## src/rtl/arith_mop_pkg.sv

```systemverilog
package arith_mop_pkg;

  // Source of the second adder operand; the encoding is decoded by the selector.
  typedef enum logic [1:0] {
    YSEL_B    = 2'b00,
    YSEL_NOTB = 2'b01,
    YSEL_ZERO = 2'b10,
    YSEL_ONES = 2'b11
  } ysel_e;

endpackage

```

## src/rtl/arith_mop_full_add.sv

```systemverilog
module arith_mop_full_add (
  input  logic a_bit,
  input  logic y_bit,
  input  logic c_in,
  output logic s_bit,
  output logic c_out
);

  logic half_sum;

  always_comb begin
    half_sum = a_bit ^ y_bit;
    s_bit    = half_sum ^ c_in;
    c_out    = (a_bit & y_bit) | (half_sum & c_in);
  end

endmodule

```

## src/rtl/arith_mop_ysel.sv

```systemverilog
module arith_mop_ysel
  import arith_mop_pkg::*;
#(
  parameter int W = 4
) (
  input  ysel_e          mode,
  input  logic [W-1:0]   b_in,
  output logic [W-1:0]   y_out
);

  for (genvar k = 0; k < W; k++) begin : g_lane
    always_comb begin
      unique case (mode)
        YSEL_B:    y_out[k] = b_in[k];
        YSEL_NOTB: y_out[k] = ~b_in[k];
        YSEL_ZERO: y_out[k] = 1'b0;
        YSEL_ONES: y_out[k] = 1'b1;
        default:   y_out[k] = 1'b0;
      endcase
    end
  end

endmodule

```

## src/rtl/arith_mop_ripple.sv

```systemverilog
module arith_mop_ripple #(
  parameter int W = 4
) (
  input  logic [W-1:0] a_in,
  input  logic [W-1:0] y_in,
  input  logic         c0,
  output logic [W-1:0] sum,
  output logic         c_top
);

  logic [W:0] chain;

  assign chain[0] = c0;

  for (genvar k = 0; k < W; k++) begin : g_stage
    arith_mop_full_add u_fa (
      .a_bit (a_in[k]),
      .y_bit (y_in[k]),
      .c_in  (chain[k]),
      .s_bit (sum[k]),
      .c_out (chain[k+1])
    );
  end

  assign c_top = chain[W];

endmodule

```

## src/rtl/arith_mop_unit.sv

```systemverilog
module arith_mop_unit
  import arith_mop_pkg::*;
#(
  parameter int W = 4
) (
  input  logic [W-1:0] op_a,
  input  logic [W-1:0] op_b,
  input  logic [1:0]   op_sel,
  input  logic         carry_in,
  output logic [W-1:0] result,
  output logic         carry_out
);

  ysel_e        mode;
  logic [W-1:0] y_word;

  assign mode = ysel_e'(op_sel);

  arith_mop_ysel #(.W(W)) u_ysel (
    .mode  (mode),
    .b_in  (op_b),
    .y_out (y_word)
  );

  arith_mop_ripple #(.W(W)) u_add (
    .a_in  (op_a),
    .y_in  (y_word),
    .c0    (carry_in),
    .sum   (result),
    .c_top (carry_out)
  );

endmodule

```

## config.mk

```make
export PLATFORM = sky130hd
export DESIGN_NAME = arith_mop_unit
export DESIGN_NICKNAME = d
export VERILOG_FILES = /design/src/rtl/arith_mop_pkg.sv /design/src/rtl/arith_mop_full_add.sv /design/src/rtl/arith_mop_ysel.sv /design/src/rtl/arith_mop_ripple.sv /design/src/rtl/arith_mop_unit.sv
export SDC_FILE = /design/constraint.sdc
export NUM_CORES = 1
export LEC_CHECK = 0
export BUFFER_PORTS_ARGS = -buffer_cell sky130_fd_sc_hd__buf_2
export CAP_MARGIN = 20
export CORE_AREA = 2 2 39 41
export DETAILED_ROUTE_END_ITERATION = 10
export DIE_AREA = 0 0 41 43
export MAX_ROUTING_LAYER = met4
export PLACE_DENSITY = 0.36
export SYNTH_ARGS = -nofsm -noshare
export SYNTH_HDL_FRONTEND = slang
export SYNTH_HIERARCHICAL = 1
export SYNTH_SLANG_ARGS = --single-unit
```

## constraint.sdc

```tcl
create_clock -name vclk -period 1.98
set_clock_uncertainty 0.2 [all_clocks]
set_input_delay 0 -clock vclk [all_inputs]
set_output_delay 0 -clock vclk [all_outputs]
set_load 0.01 [all_outputs]
```

==> results.py, run 1 <==
metrics = {
    "run_status": {
        "status": "finished, violations left",
        "violations": "setup timing",
    },
    "critical_path": {
        "worst-endpoint-arrival_ns": 2.06,
        "slowest_stage": "fa_1",
        "slowest_delay_ns": 0.53,
        "path_cells": "buf_8, nand2b_4, xnor2_2, fa_2, fa_2, fa_2, fa_1, buf_2",
        "path_common_cell": "fa_2",
        "cp_max_fo": 4,
        "start_kind": "input port",
        "path_class": "input port to primary output",
        "worst-endpoint-required_ns": 1.78,
        "crit_path_end_kind": "primary output",
    },
    "global_route": {
        "met3_usage": 0,
        "grt_remaining_overflow": 0,
        "use_met2": 0.0656,
        "grt_use_total": 0.0473,
        "met1_usage": 0.0804,
        "grt_pass1_vias": 138,
        "grt_antenna_before_repair": 0,
        "grt.busiest_layer": "met1",
        "grt_first_pass_wirelength_um": 572,
        "grt_start_max_net_pins": 5,
    },
    "die": {
        "rows": 14,
        "fp.dieW_um": 41,
        "start_util": 0.105,
        "die_area_sq_um": 1760,
        "die_y_um": 43,
        "core-area_sq_um": 1380,
        "num_io_pins": 16,
    },
    "synth": {
        "yosys_warnings": 6,
        "synth_area_sq_um": 145,
        "synth_cells": 13,
        "synth_area_per_cell_sq_um": 11.2,
        "post_synth_num_cell_types": 4,
        "syn-num-nets": 28,
        "yosysSeqAreaShare": 0,
    },
    "sta": {
        "fin_crit_ns": 2.26,
        "slew_violations": 0,
        "setup_viol": 2,
        "worst_slew_pin_slew_ns": 0.211,
        "hold_viol_final": 0,
        "max_freq_mhz": 443,
        "slew_headroom": 0.859,
        "fin_ws_ns": -0.279,
        "fin_crit_sh": 1.14,
        "rsz0062_at_grt": "true",
        "tns_ns": -0.457,
    },
    "pwr": {
        "combPwrFrac": 1.000,
        "netSwitchingPower_mw": 0.0455,
        "p_per_area_nw_per_um2": 333,
        "switching_share": 0.487,
        "leakage_nw": 0.129,
        "finalPower_mw": 0.0933,
        "peakVddDrop_mv": 0.121,
        "p_clk_frac": 0,
        "p_int_mw": 0.0478,
        "power_frac_seq": 0,
    },
    "route": {
        "ant_nets": 0,
        "drc": 0,
        "wl_um": 381,
        "vias": 146,
        "wl_per_cell_um": 8.47,
        "vias_per_cell": 3.24,
        "dr.pass1.iters": 1,
        "drt_iter0_markers": 0,
    },
    "finish": {
        "nClkBuffers": 0,
        "multiInputGateArea_sq_um": 163,
        "antenna_cells": 0,
        "stdcell_area_sq_um": 280,
        "drive_gt1_frac": 0.759,
        "stdcell_count": 45,
        "nets": 46,
        "seq_area_sq_um": 0,
        "seq_cells": 0,
        "fillers": 160,
        "area_growth_pct": 93.1,
    },
    "placement": {
        "placed_cells": 45,
        "dp_slack_ns": -0.372,
        "place_area_sq_um": 255,
        "gp_congestion": 0.568,
        "io_buffers": 16,
    },
    "clock_tree": {
        "post_cts_buffers": 0,
    },
    "hold_path": {
        "hp-class": "input port to primary output",
    },
    "job": {
        "cap_violations": 0,
    },
}
==> worst max-delay path: cells and delay by family <==
family	cells	cell delay, ns
buffers and inverters	2	0.23
and+or+nand+nor	1	0.14
adders and majority gates	4	1.57
xor gates and xnor gates	1	0.13
==> power groups by stage <==
stage,Clock [mW],Sequential (mW),Combinational [mW]
floorplan,0,0,0.0599
CTS,0,0,0.0955
global placement,0,0,0.0878
finish,0,0,0.0933
global route,0,0,0.105
detailed placement,0,0,0.0904
==> area by class of cell <==
cell class / count / area share
multi-input cells: 12 / 0.580
repair buffers: 17 / 0.348
well taps: 16 / 0.0714
==> placed cells by master, fill, tap and decap left out <==
cell / instances
buf_4: 1
nand2b_1: 3
buf_2: 15
fa_2: 3
fa_1: 1
buf_8: 1
xnor2_2: 1
xnor2_1: 3
nand2b_4: 1
==> per-layer routing <==
layer | vias up | wire (um) | share of wire
met5 | - | 0 | 0
met3 | 0 | 82 | 0.22
li1 | 70 | - | -
met2 | 16 | 140 | 0.37
met4 | 0 | 0 | 0
met1 | 60 | 158 | 0.41
==> kinds of logic (layout without fill, tap and decap cells) <==
group	after synthesis	in the layout	share of synthesized area
fa+ha+maj	4	4	0.552
xor+xnor	4	4	0.241
simple gates	4	4	0.172
buf+inv	1	17	0.0344
==> repair_timing <==
item,CTS,global route
cloned,0,0
pin swaps,1,0
endpoints found under the setup margin,3,2
hold buffers,0,0
gates resized for setup,3,1
==> worst paths after layout <==
path / from / end / cells past startpoint
setup / recovery: op_sel[1] / result[3] / 8
hold / removal: op_a[3] / result[3] / 3
==> per-stage QoR <==
stage	utilization	hold slack, ns
finish	0.203	0.147
global route	0.203	0.157
CTS	0.200	0.147
detailed placement	0.184	0.147
global placement	0.184	0.148
floorplan	-	-0.0142
==> Yosys cell counts <==
cell	number	area share
xnor2_1	4	0.24
nand2b_1	4	0.17
buf_2	1	0.034
fa_1	4	0.55
No activity file was read; power rests on OpenSTA's default activity.
==> inputs of run 2 (changes only) <==
--- a/config.mk
+++ b/config.mk
@@ -5,13 +5,14 @@
 export SDC_FILE = /design/constraint.sdc
 export NUM_CORES = 1
 export LEC_CHECK = 0
+export ABC_AREA = 1
 export BUFFER_PORTS_ARGS = -buffer_cell sky130_fd_sc_hd__buf_2
 export CAP_MARGIN = 20
 export CORE_AREA = 2 2 39 41
 export DETAILED_ROUTE_END_ITERATION = 10
 export DIE_AREA = 0 0 41 43
 export MAX_ROUTING_LAYER = met4
-export PLACE_DENSITY = 0.36
+export PLACE_DENSITY = 0.37
 export SYNTH_ARGS = -nofsm -noshare
 export SYNTH_HDL_FRONTEND = slang
 export SYNTH_HIERARCHICAL = 1
==> run 2 against run 1 <==
Global-route usage down 0.31 points. The flow still finishes with violations (setup timing). Count of clock-buffer cells in the layout unchanged. Sequential share of layout area unchanged. Routed wire length up 11%. Cell area up 11%. Fmax up 6.2%.
==> results.py, run 2 <==
metrics = {
    "synth": {
        "synthTopCellsByCount": "nand2_1, fa_1, inv_1, nor2_2",
        "yosysTopAreaCellShare": 0.533,
        "synth_most_common_cell": "nand2_1",
        "synth_area_per_cell_sq_um": 6.82,
        "synth_area_sq_um": 150,
        "yosys_warnings": 6,
        "syn-num-nets": 37,
        "yosysTopAreaCell": "fa_1",
        "yosysSeqAreaShare": 0,
        "post_synth_num_cell_types": 4,
        "synth_cells": 22,
        "synthTopCellsByArea": "fa_1, nand2_1, nor2_2",
    },
    "route": {
        "drc": 0,
        "wl_um": 424,
        "wl_per_cell_um": 7.31,
        "drt_iter0_markers": 3,
        "ant_nets": 0,
        "dr.pass1.iters": 4,
        "vias_per_cell": 3.45,
        "vias": 200,
    },
    "pwr": {
        "combPwrFrac": 1.000,
        "power_frac_seq": 0,
        "p_clk_frac": 0,
        "leakage_nw": 0.164,
        "netSwitchingPower_mw": 0.0445,
        "peakVddDrop_mv": 0.116,
        "p_int_mw": 0.0434,
        "switching_share": 0.506,
        "p_per_area_nw_per_um2": 284,
    },
    "die": {
        "die_area_sq_um": 1760,
        "die_y_um": 43,
        "start_util": 0.108,
        "num_io_pins": 16,
        "rows": 14,
        "core-area_sq_um": 1380,
        "fp.dieW_um": 41,
    },
    "finish": {
        "antenna_cells": 0,
        "seq_area_sq_um": 0,
        "stdcell_count": 58,
        "seq_cells": 0,
        "nets": 59,
        "nClkBuffers": 0,
        "drive_gt1_frac": 0.667,
        "final_common_cell": "buf_2",
        "fillers": 154,
        "area_growth_pct": 107,
        "layout_common_cells": "buf_2, nand2_1, buf_4",
        "multiInputGateArea_sq_um": 161,
    },
    "sta": {
        "max_freq_mhz": 470,
        "slew_headroom": 0.932,
        "hold_viol_final": 0,
        "worst_slew_pin_slew_ns": 0.102,
        "hold-worst-slack_ns": 0.161,
        "fin_crit_ns": 2.13,
        "fin_ws_ns": -0.146,
        "tns_ns": -0.188,
        "setup_viol": 2,
        "fin_crit_sh": 1.07,
        "rsz0062_at_grt": "true",
        "slew_violations": 0,
    },
    "run_status": {
        "status": "finished, violations left",
        "violations": "setup timing",
    },
    "global_route": {
        "grt_antenna_before_repair": 0,
        "grt_first_pass_wirelength_um": 558,
        "grt_pass1_vias": 153,
        "grt_remaining_overflow": 0,
        "grt_start_max_net_pins": 4,
        "grt_use_total": 0.0442,
    },
    "critical_path": {
        "path_class": "input port to primary output",
        "start_kind": "input port",
        "cp_max_fo": 2,
        "crit_path_end_kind": "primary output",
        "worst-endpoint-arrival_ns": 1.93,
        "worst-endpoint-required_ns": 1.78,
    },
    "placement": {
        "placed_cells": 57,
        "gp_congestion": 0.649,
        "io_buffers": 16,
        "dpl.hpwl_um": 389,
    },
    "job": {
        "cap_violations": 0,
    },
    "hold_path": {
        "hold_depth": 3,
        "hp-class": "input port to primary output",
        "holdPathEnd": "carry_out",
        "min_from": "op_a[3]",
    },
}
-- run 2: cell types whose count changed in the layout (fill, tap and decap cells not counted), moves of 3 or more --
cell	previous run	this run
xnor2_1	3	0
nand2_1	0	13
nand2_2	0	3
nand2b_1	3	0
buf_4	1	5
-- run 2: layer usage --
metal  vias up  track usage  routed length [um]
met4         0            0                   0
met1        82       0.0641                 163
met5         -            -                   0
met2        13       0.0688                 205
li1        105            -                   -
met3         0      0.00524                  55
-- run 2: power by group through the flow --
stage	clock network, mW	logic (mW)	registers, mW
2_1_floorplan	0	0.0504	0
3_3_place_gp	0	0.0841	0
3_5_place_dp	0	0.0844	0
4_1_cts	0	0.0879	0
5_1_grt	0	0.0982	0
6_report	0	0.0880	0
-- run 2: critical path, cell delays in order --
cell and delay, ns:
buf_8 0.10, inv_4 0.04, nand2_2 0.04, nand2_2 0.06, nand2_2 0.05, fa_2 0.35, fa_2 0.34, fa_2 0.34
fa_1 0.47, buf_2 0.13
-- run 2: what timing repair did --
action                                  in CTS  in global routing
pin swaps                                    5                  6
buffers inserted                             1                  0
endpoints found under the setup margin       2                  3
hold buffers                                 0                  0
resized for setup                            2                  6
-- run 2: kinds of logic after synthesis --
group,share of synthesized area
simple gates,0.442
buf+inv,0.0250
fa+ha+maj,0.533
-- run 2: stage by stage --
stage,cell area [sq um],setup WS (ns),power [mW],util
2_1_floorplan,158,-0.0811,0.0504,-
3_3_place_gp,280,-0.286,0.0841,0.203
3_5_place_dp,280,-0.290,0.0844,0.203
4_1_cts,294,-0.273,0.0879,0.212
5_1_grt,310,-0.197,0.0982,0.224
6_report,310,-0.146,0.0880,0.224
-- run 2: layout make-up --
| cell class | instances | area share |
|---|---|---|
| tap | 16 | 0.0645 |
| multi-input combinational | 21 | 0.520 |
| inverter | 1 | 0.0202 |
| timing repair buffer | 20 | 0.395 |
-- run 2: worst max path at each step --
stage,to,cells past startpoint,startpoint
2_1_floorplan,result[3],8,op_sel[1]
3_3_place_gp,result[3],10,op_sel[1]
3_5_place_dp,result[3],10,op_sel[1]
4_1_cts,result[3],10,op_sel[1]
5_1_grt,result[3],10,op_sel[1]
6_report,result[3],10,op_sel[1]
==> inputs of run 3 (changes only) <==
--- a/config.mk
+++ b/config.mk
@@ -13,6 +13,7 @@
 export DIE_AREA = 0 0 41 43
 export MAX_ROUTING_LAYER = met4
 export PLACE_DENSITY = 0.37
+export SETUP_SLACK_MARGIN = 0.4
 export SYNTH_ARGS = -nofsm -noshare
 export SYNTH_HDL_FRONTEND = slang
 export SYNTH_HIERARCHICAL = 1
==> run 3 against run 2 <==
The run still ends with setup timing left. Via count increased by 4.5%. Cell area increased by 12%. Non-clock buffer count unchanged. Final cell count unchanged. Fmax decreased by 1.5%. Total power increased by 30%. Flip-flop and latch count unchanged. Utilization increased by 2.8 points. Worst hold slack improved by 0.021 ns. Critical path type unchanged. Critical endpoint unchanged. Highest routed layer unchanged.
==> results.py, run 3 (synthesis results as in run 2) <==
metrics = {
    "critical_path": {
        "worst-endpoint-required_ns": 1.78,
        "crit_path_end_kind": "primary output",
        "worst-endpoint-arrival_ns": 1.96,
        "start_kind": "input port",
        "path_class": "input port to primary output",
        "startpoint": "op_sel[1]",
        "cp_max_fo": 2,
    },
    "finish": {
        "area_growth_pct": 133,
        "nClkBuffers": 0,
        "antenna_cells": 0,
        "nets": 59,
        "seq_cells": 0,
        "final_common_cell": "nand2_1",
        "stdcell_count": 58,
        "seq_area_sq_um": 0,
        "drive_gt1_frac": 0.690,
        "layout_common_cells": "nand2_1, buf_2, fa_2, buf_4, buf_6",
        "fillers": 158,
    },
    "sta": {
        "fin_crit_ns": 2.16,
        "worst_slew_pin_slew_ns": 0.0985,
        "hold-worst-slack_ns": 0.182,
        "rsz0062_at_grt": "true",
        "max_freq_mhz": 463,
        "fin_crit_sh": 1.09,
        "tns_ns": -0.193,
        "fin_ws_ns": -0.179,
        "slew_headroom": 0.934,
        "slew_violations": 0,
        "setup_viol": 2,
        "hold_viol_final": 0,
    },
    "hold_path": {
        "hp-class": "input port to primary output",
        "min_from": "carry_in",
    },
    "placement": {
        "gp_congestion": 0.700,
        "io_buffers": 16,
        "placed_cells": 57,
        "dpl.hpwl_um": 384,
    },
    "die": {
        "die_y_um": 43,
        "core-area_sq_um": 1380,
        "fp.dieW_um": 41,
        "die_area_sq_um": 1760,
        "rows": 14,
        "num_io_pins": 16,
        "start_util": 0.108,
    },
    "clock_tree": {
        "holdBufCountCts": 0,
    },
    "global_route": {
        "grt_first_pass_wirelength_um": 793,
        "grt_remaining_overflow": 0,
        "grt_antenna_before_repair": 0,
        "grt_start_max_net_pins": 4,
        "grt_pass1_vias": 228,
        "grt_use_total": 0.0607,
    },
    "route": {
        "dr.pass1.iters": 2,
        "drc": 0,
        "wl_per_cell_um": 6.91,
        "vias_per_cell": 3.60,
        "drt_iter0_markers": 1,
        "ant_nets": 0,
        "vias": 209,
        "wl_um": 401,
    },
    "pwr": {
        "peakVddDrop_mv": 0.165,
        "finalPower_mw": 0.114,
        "p_per_area_nw_per_um2": 327,
        "leakage_nw": 0.178,
    },
    "run_status": {
        "status": "finished, violations left",
        "violations": "setup timing",
    },
    "job": {
        "cap_violations": 0,
    },
}
[run 3: changes by cell type in the layout (fill, tap and decap cells not counted)]
cell / delta
nand2_4: +1
buf_8: -1
inv_12: +1
nand2_2: -1
buf_2: -2
buf_6: +3
inv_4: -1
buf_4: -1
buf_12: +1
fa_1: -1
fa_2: +1
[run 3: worst paths after layout]
| path | slack, ns | to | depth (start not counted) |
|---|---|---|---|
| setup / recovery | -0.18 | result[3] | 10 |
| hold / removal | 0.18 | result[0] | 3 |
[run 3: routing by layer]
metal	vias to the layer above	track usage	share of wire	wire (um)
met5	-	-	0	0
met3	0	0.00524	0.16	65
met1	92	0.0868	0.42	168
met4	0	0	0	0
met2	12	0.0969	0.42	167
li1	105	-	-	-
[run 3: per-stage QoR]
stage / util / setup slack (ns) / instance area [sq um]
after global routing: 0.252 / -0.264 / 349
after detailed placement: 0.215 / -0.336 / 298
final: 0.252 / -0.179 / 349
after global placement: 0.215 / -0.338 / 298
after floorplan: - / -0.0239 / 175
after CTS: 0.241 / -0.305 / 333
[run 3: final cells by class]
cell class / count / area [sq um] / area share
multi-input cells: 21 / 169 / 0.484
repair buffers: 20 / 144 / 0.412
well taps: 16 / 20.0 / 0.0573
inverters: 1 / 16.3 / 0.0466
[run 3: worst max-delay path, stage by stage]
cell and delay (ns):
buf_12 0.11, inv_12 0.04, nand2_4 0.03, nand2_2 0.05
nand2_2 0.06, fa_2 0.35, fa_2 0.34, fa_2 0.34
fa_2 0.53, buf_6 0.10
[run 3: where the power goes]
group          internal (mW)  total (mW)  switching [mW]
Clock                      0           0               0
Sequential                 0           0               0
Combinational         0.0638       0.114          0.0504
Total                 0.0638       0.114          0.0504
[run 3: what timing repair did]
| item | 4_1_cts | 5_1_grt |
|---|---|---|
| cloned | 0 | 0 |
| buffers inserted | 1 | 0 |
| endpoints found under the setup margin | 3 | 4 |
| gates resized for setup | 6 | 4 |
| pin swaps | 5 | 3 |
